--- src/rtl/pwr_mode_pkg.sv ---
package pwr_mode_pkg;

    typedef enum logic [1:0] {
        PM_FULL   = 2'd0,
        PM_DOZE   = 2'd1,
        PM_RESUME = 2'd2
    } pm_mode_e;

endpackage

--- src/rtl/pwr_wake_merge.sv ---
module pwr_wake_merge #(
    parameter int                     NUM_WAKE  = 6,
    parameter logic [NUM_WAKE-1:0]    WAKE_MASK = '1
) (
    input  logic [NUM_WAKE-1:0] wake_i,
    output logic                wake_any_o
);

    logic [NUM_WAKE-1:0] wake_masked;

    for (genvar w = 0; w < NUM_WAKE; w++) begin : g_src
        if (WAKE_MASK[w]) begin : g_on
            assign wake_masked[w] = wake_i[w];
        end else begin : g_off
            assign wake_masked[w] = 1'b0;
        end
    end

    assign wake_any_o = |wake_masked;

endmodule

--- src/rtl/pwr_resume_timer.sv ---
module pwr_resume_timer #(
    parameter int RESUME_CYC = 4
) (
    input  logic clk,
    input  logic rst_n,
    input  logic start_i,
    input  logic active_i,
    output logic expire_o
);

    localparam int             CW   = $clog2(RESUME_CYC + 1);
    localparam logic [CW-1:0]  LAST = CW'(RESUME_CYC);

    logic [CW-1:0] cnt_d, cnt_q;

    always_comb begin
        cnt_d = cnt_q;
        if (start_i) begin
            cnt_d = CW'(1);
        end else if (active_i && (cnt_q != LAST)) begin
            cnt_d = cnt_q + 1'b1;
        end
    end

    always_ff @(posedge clk or negedge rst_n) begin
        if (!rst_n) cnt_q <= '0;
        else        cnt_q <= cnt_d;
    end

    assign expire_o = active_i && (cnt_q == LAST);

    // the resume count never runs past its terminal value
    assert_cnt_range_R7: assert property (@(posedge clk) disable iff (!rst_n)
        cnt_q <= LAST);

    // a running resume count is always at least one
    assert_cnt_live_R7: assert property (@(posedge clk) disable iff (!rst_n)
        active_i |-> (cnt_q != '0));

endmodule

--- src/rtl/pwr_clk_en_gen.sv ---
module pwr_clk_en_gen #(
    parameter int NUM_UNITS = 8,
    parameter int TIMER_IDX = 6,
    parameter int SNOOP_IDX = 7
) (
    input  logic                 dyn_en_i,
    input  logic [NUM_UNITS-1:0] idle_i,
    output logic [NUM_UNITS-1:0] full_en_o,
    output logic [NUM_UNITS-1:0] doze_en_o
);

    for (genvar u = 0; u < NUM_UNITS; u++) begin : g_unit
        localparam bit KEEP = (u == TIMER_IDX) || (u == SNOOP_IDX);

        assign full_en_o[u] = dyn_en_i ? ~idle_i[u] : 1'b1;

        if (KEEP) begin : g_keep
            assign doze_en_o[u] = 1'b1;
        end else begin : g_stop
            assign doze_en_o[u] = 1'b0;
        end
    end

endmodule

--- src/rtl/pwr_mode_ctrl.sv ---
module pwr_mode_ctrl #(
    parameter int NUM_UNITS  = 8,
    parameter int NUM_WAKE   = 6,
    parameter int NUM_SEL    = 3,
    parameter int TIMER_IDX  = 6,
    parameter int SNOOP_IDX  = 7,
    parameter int RESUME_CYC = 4
) (
    input  logic                 clk,
    input  logic                 rst_n,
    input  logic                 ctl_wr_i,
    input  logic                 ctl_pwr_en_i,
    input  logic                 ctl_dyn_en_i,
    input  logic [NUM_SEL-1:0]   ctl_sel_i,
    input  logic [NUM_UNITS-1:0] unit_idle_i,
    input  logic [NUM_WAKE-1:0]  wake_i,
    output logic [NUM_UNITS-1:0] unit_clk_en_o,
    output logic [1:0]           mode_o,
    output logic                 pm_en_o,
    output logic                 wake_done_o
);
    import pwr_mode_pkg::*;

    localparam logic [NUM_SEL-1:0] DOZE_SEL = NUM_SEL'(1);

    typedef struct packed {
        pm_mode_e               mode;
        logic                   pwr_en;
        logic                   dyn_en;
        logic [NUM_SEL-1:0]     sel;
        logic [NUM_UNITS-1:0]   clk_en;
        logic                   done;
    } ctl_state_t;

    ctl_state_t s_d, s_q;

    logic                 wake_any;
    logic                 doze_req;
    logic                 timer_start;
    logic                 timer_expire;
    logic                 in_resume;
    logic [NUM_UNITS-1:0] full_en;
    logic [NUM_UNITS-1:0] doze_en;

    assign in_resume = (s_q.mode == PM_RESUME);

    pwr_wake_merge #(
        .NUM_WAKE (NUM_WAKE)
    ) u_wake (
        .wake_i     (wake_i),
        .wake_any_o (wake_any)
    );

    pwr_resume_timer #(
        .RESUME_CYC (RESUME_CYC)
    ) u_timer (
        .clk      (clk),
        .rst_n    (rst_n),
        .start_i  (timer_start),
        .active_i (in_resume),
        .expire_o (timer_expire)
    );

    pwr_clk_en_gen #(
        .NUM_UNITS (NUM_UNITS),
        .TIMER_IDX (TIMER_IDX),
        .SNOOP_IDX (SNOOP_IDX)
    ) u_en_gen (
        .dyn_en_i  (s_q.dyn_en),
        .idle_i    (unit_idle_i),
        .full_en_o (full_en),
        .doze_en_o (doze_en)
    );

    always_comb begin
        s_d         = s_q;
        s_d.done    = 1'b0;
        timer_start = 1'b0;
        doze_req    = s_q.pwr_en && (s_q.sel == DOZE_SEL);

        case (s_q.mode)
            PM_FULL: begin
                if (ctl_wr_i) begin
                    s_d.pwr_en = ctl_pwr_en_i;
                    s_d.dyn_en = ctl_dyn_en_i;
                    s_d.sel    = ctl_sel_i;
                end
                if (doze_req) begin
                    if (wake_any) begin
                        s_d.pwr_en = 1'b0;
                    end else begin
                        s_d.mode = PM_DOZE;
                    end
                end
            end
            PM_DOZE: begin
                if (wake_any) begin
                    s_d.mode    = PM_RESUME;
                    s_d.pwr_en  = 1'b0;
                    timer_start = 1'b1;
                end
            end
            PM_RESUME: begin
                if (timer_expire) begin
                    s_d.mode = PM_FULL;
                    s_d.done = 1'b1;
                end
            end
            default: begin
                s_d.mode = PM_FULL;
            end
        endcase

        s_d.clk_en = (s_d.mode == PM_FULL) ? full_en : doze_en;
    end

    always_ff @(posedge clk or negedge rst_n) begin
        if (!rst_n) begin
            s_q.mode   <= PM_FULL;
            s_q.pwr_en <= 1'b0;
            s_q.dyn_en <= 1'b0;
            s_q.sel    <= '0;
            s_q.clk_en <= '1;
            s_q.done   <= 1'b0;
        end else begin
            s_q <= s_d;
        end
    end

    assign unit_clk_en_o = s_q.clk_en;
    assign mode_o        = s_q.mode;
    assign pm_en_o       = s_q.pwr_en;
    assign wake_done_o   = s_q.done;

    // without dynamic gating, a steady full-power state keeps all units on
    assert_full_all_on_R2: assert property (@(posedge clk) disable iff (!rst_n)
        (s_q.mode == PM_FULL && $past(s_q.mode) == PM_FULL &&
         !s_q.dyn_en && !$past(s_q.dyn_en)) |-> (unit_clk_en_o == '1));

    // doze keeps only the timer and snoop enables
    assert_doze_mask_R4: assert property (@(posedge clk) disable iff (!rst_n)
        (s_q.mode == PM_DOZE) |-> (unit_clk_en_o == doze_en));

    // doze is reached only from a valid, uncontested request
    assert_entry_cond_R5: assert property (@(posedge clk) disable iff (!rst_n)
        (s_q.mode == PM_DOZE && $past(s_q.mode) == PM_FULL) |->
        $past(s_q.pwr_en && (s_q.sel == DOZE_SEL) && !wake_any));

    // a wake in doze starts resume on the next cycle
    assert_wake_resume_R6: assert property (@(posedge clk) disable iff (!rst_n)
        (s_q.mode == PM_DOZE && wake_any) |=> (s_q.mode == PM_RESUME));

    // completion pulse lasts one cycle
    assert_done_pulse_R7: assert property (@(posedge clk) disable iff (!rst_n)
        s_q.done |=> !s_q.done);

    // completion pulse marks the first full-power cycle after resume
    assert_done_full_R7: assert property (@(posedge clk) disable iff (!rst_n)
        s_q.done |-> (s_q.mode == PM_FULL && $past(s_q.mode) == PM_RESUME));

    // the global bit is clear throughout resume
    assert_clear_R8: assert property (@(posedge clk) disable iff (!rst_n)
        (s_q.mode == PM_RESUME) |-> !s_q.pwr_en);

    // a coincident wake cancels doze entry
    assert_cancel_R9: assert property (@(posedge clk) disable iff (!rst_n)
        (s_q.mode == PM_FULL && doze_req && wake_any) |=>
        (s_q.mode == PM_FULL && !s_q.pwr_en));

    // writes leave the stored control unchanged in doze
    assert_no_write_R10: assert property (@(posedge clk) disable iff (!rst_n)
        (s_q.mode == PM_DOZE && !wake_any) |=> $stable(s_q.dyn_en) && $stable(s_q.sel));

endmodule

--- config.mk ---
export PLATFORM = sky130hd
export DESIGN_NAME = pwr_mode_ctrl
export DESIGN_NICKNAME = d
export VERILOG_FILES = /design/src/rtl/pwr_mode_pkg.sv /design/src/rtl/pwr_wake_merge.sv /design/src/rtl/pwr_resume_timer.sv /design/src/rtl/pwr_clk_en_gen.sv /design/src/rtl/pwr_mode_ctrl.sv
export SDC_FILE = /design/constraint.sdc
export NUM_CORES = 1
export LEC_CHECK = 0
export ABC_AREA = 1
export CAP_MARGIN = 25
export CORE_MARGIN = 10
export CORE_UTILIZATION = 39
export DETAILED_ROUTE_END_ITERATION = 6
export PLACE_DENSITY = 0.74
export SLEW_MARGIN = 15
export SYNTH_ARGS = -nofsm -noshare
export SYNTH_HDL_FRONTEND = slang
export SYNTH_SLANG_ARGS = --single-unit
export TNS_END_PERCENT = 1
--- constraint.sdc ---
create_clock -name clk -period 1.1 [get_ports clk]
set_input_delay 0.22 -clock clk [delete_from_list [all_inputs] [get_ports clk]]
set_output_delay 0.22 -clock clk [all_outputs]
set_load 0.005 [all_outputs]
==> results by group <==
STA
  • Final period util: 1.13
  • Slew headroom: 0.817
  • Tmin final: 1.25 ns
  • Max-slew violations: 0
  • Max Freq: 803 MHz
  • Final hold vios: 0
  • # setup viols final: 27
  • Worst Skew: 0.00250 ns
  • Worst-Margin Slew: 0.274 ns
  • Final worst slack: -0.146 ns
  • Hold Slack: 0.242 ns
  • RSZ-0062 raised after global routing: true
  • Total negative slack: -2.31 ns

Worst setup path
  • Slowest CP cell: dfrtp_1
  • CP top delay family: flip-flops
  • WP buf/inv: 2
  • CP endpoint kind: flip-flop
  • Critical Path RT: 1.34 ns
  • Critical path cell sequence: buf_6 -> buf_6 -> nand2_4 -> a21oi_4 -> a21oi_4 -> nand2_4 -> nor2_4
  • Max Fanout on Critical Path: 7
  • Worst stage delay on the critical path: 0.41 ns
  • Startpoint Class: flip-flop
  • Critical Path AT: 1.49 ns
  • Worst setup path class: reg -> reg

CTS
  • # hold bufs at CTS: 0
  • CTS tree: done
  • Worst-path clk slew: 0.11 ns
  • # H-tree levels: 1
  • Root Driver: clkbuf_4
  • Maximum root-to-sink buffer count: 2
  • Clk Latency, worst-skew pair: 0.29 ns
  • TritonCTS Buffers: 3
  • Count of clock tree sinks: 19

Layout
  • Layout Nets: 168
  • Layout area overhead: 51.0%
  • Most common cell after layout, fill and taps aside: clkdlybuf4s50_1
  • Share of layout cells above drive strength 1: 0.413
  • ANT cells: 0
  • Fillcell total: 172
  • Most frequent cells in the layout: 21 x clkdlybuf4s50_1, 20 x nand2_1, 13 x inv_1
  • Util after Layout: 0.640

Routing
  • DRT Wirelength: 2.25 mm
  • Via density: 4.54
  • Drt initial violations: 11
  • Met2 WL: 1.22 mm
  • Routed met3 length: 121 µm
  • Drt drc: 0
  • Drt first pass iters: 4
  • DR top layer: met4
  • Met1 WL: 855 µm
  • Routed WL per cell: 13.1 µm
  • DRT antenna net count: 0
  • Vias: 777

Power
  • Total power per unit cell area: 1350 nW/µm²
  • Leak: 0.726 nW
  • Maximum VDD drop: 0.843 mV

Synth
  • Total nets after synthesis: 126
  • Yosys warns: 0
  • Syn Inst Count: 102
  • Count of cell types in the netlist: 22
  • FF+latch count, synth: 19
  • Seq/Total Area, Yosys: 0.503
  • Syn_area_per_cell: 9.46 µm²
  • Mapped Area: 965 µm²

Floorplanning
  • Core Region: 2280 µm²
  • Row count: 17
  • Die width: 69.7 µm
  • Die ar.: 4860 µm²
  • Die H: 69.7 µm
  • Initial Util: 0.424
  • Boundary Pins: 34

Run
  • Number of max-cap violations: 0

Global route
  • Largest net degree at the start of global routing: 20
  • Vias in the first global route: 832
  • Initial antenna violation count: 0
  • First-pass GRT wire length: 3.81 mm
  • Grt ovf: 0
  • GRT Util Overall: 0.0941

Place
  • Global placement routability congestion: 0.730
  • Final HPWL from detailed placement: 1.69 mm
  • Port bufs: 33

Outcome
  • Status: finished, violations left
  • Failing checks: setup timing

Hold path
  • Worst min path class: in -> async
## final timing paths
check / cells after the start / startpoint / slack (ns) / end
max in group asynchronous: 2 / rst_n / 0.65 / unit_clk_en_o[2]$_DFF_PN1_
min in group clk: 4 / unit_idle_i[4] / 0.50 / unit_clk_en_o[4]$_DFF_PN1_
worst max register to register: 7 / mode_o[1]$_DFF_PN0_ / -0.15 / unit_clk_en_o[0]$_DFF_PN1_
worst min register to register: 1 / s_q[10]$_DFFE_PN0P_ / 0.52 / s_q[10]$_DFFE_PN0P_
worst max-delay path: 7 / mode_o[1]$_DFF_PN0_ / -0.15 / unit_clk_en_o[0]$_DFF_PN1_
worst min-delay path: 2 / rst_n / 0.24 / s_q[11]$_DFFE_PN0P_
## state kept, by name (all words and copies together), names as in the netlist
register       flops
u_timer.cnt_q      3
pm_en_o            1
s_q                4
mode_o             2
unit_clk_en_o      8
wake_done_o        1
## kinds of logic (layout without fill, tap and decap cells)
| group | count (synthesis) | after routing | synth area share |
|---|---|---|---|
| buffers and inverters | 26 | 67 | 0.140 |
| and+or+nand+nor | 46 | 46 | 0.235 |
| adders and majority gates | 2 | 2 | 0.0259 |
| DFF | 19 | 19 | 0.503 |
| AOI/OAI and AO/OA | 5 | 5 | 0.0493 |
| muxes | 4 | 4 | 0.0467 |
## cell usage after synthesis (all sizes together)
cell / count / area share
inv: 15 / 0.058
dfrtp: 11 / 0.29
o21ai: 2 / 0.010
mux2: 4 / 0.047
nand3: 5 / 0.049
clkbuf: 1 / 0.0039
nand2: 22 / 0.096
nor2: 14 / 0.054
nor3b: 1 / 0.0078
ha: 2 / 0.026
nor3: 1 / 0.0052
or2: 1 / 0.0065
dfstp: 8 / 0.22
nand3b: 2 / 0.016
buf: 10 / 0.078
a21oi: 3 / 0.039
## routing by layer
metal	global-route usage	vias to the layer above
met5	0	-
met4	0.0413	0
met3	0.0314	6
met2	0.170	21
met1	0.0950	367
li1	-	383
## layout make-up
| type | count | area [µm²] | share of cell area |
|---|---|---|---|
| repair buffers | 48 | 460 | 0.316 |
| inverters | 15 | 61.3 | 0.0421 |
| well taps | 28 | 35.0 | 0.0241 |
| multi-input cells | 57 | 387 | 0.265 |
| clock inverters | 1 | 5.00 | 0.00344 |
| flip-flops and latches | 19 | 485 | 0.333 |
| clock buffers | 3 | 22.5 | 0.0155 |
## power breakdown
group	total (mW)	switching [mW]	leakage [nW]	internal, mW
Clock	0.358	0.223	0.0177	0.135
Sequential	0.924	0.0867	0.223	0.837
Combinational	0.683	0.278	0.485	0.405
Total	1.97	0.588	0.726	1.38
## per-stage QoR
step / total power [mW] / worst slack, ns / instance area [µm²] / std cells
global route: 2.11 / -0.241 / 1460 / 171
floorplan: 1.23 / 0.00531 / 967 / 102
global placement: 1.49 / -0.264 / 1310 / 158
detailed placement: 1.51 / -0.308 / 1310 / 158
finish: 1.97 / -0.146 / 1460 / 171
CTS: 1.93 / -0.130 / 1410 / 167
## timing repair
item                                    in CTS  in global routing
gates resized for setup                     58                  8
pin swaps                                    5                  5
endpoints found under the setup margin      29                 30
buffers inserted                             5                  4
(Power assumes the default switching activity.)
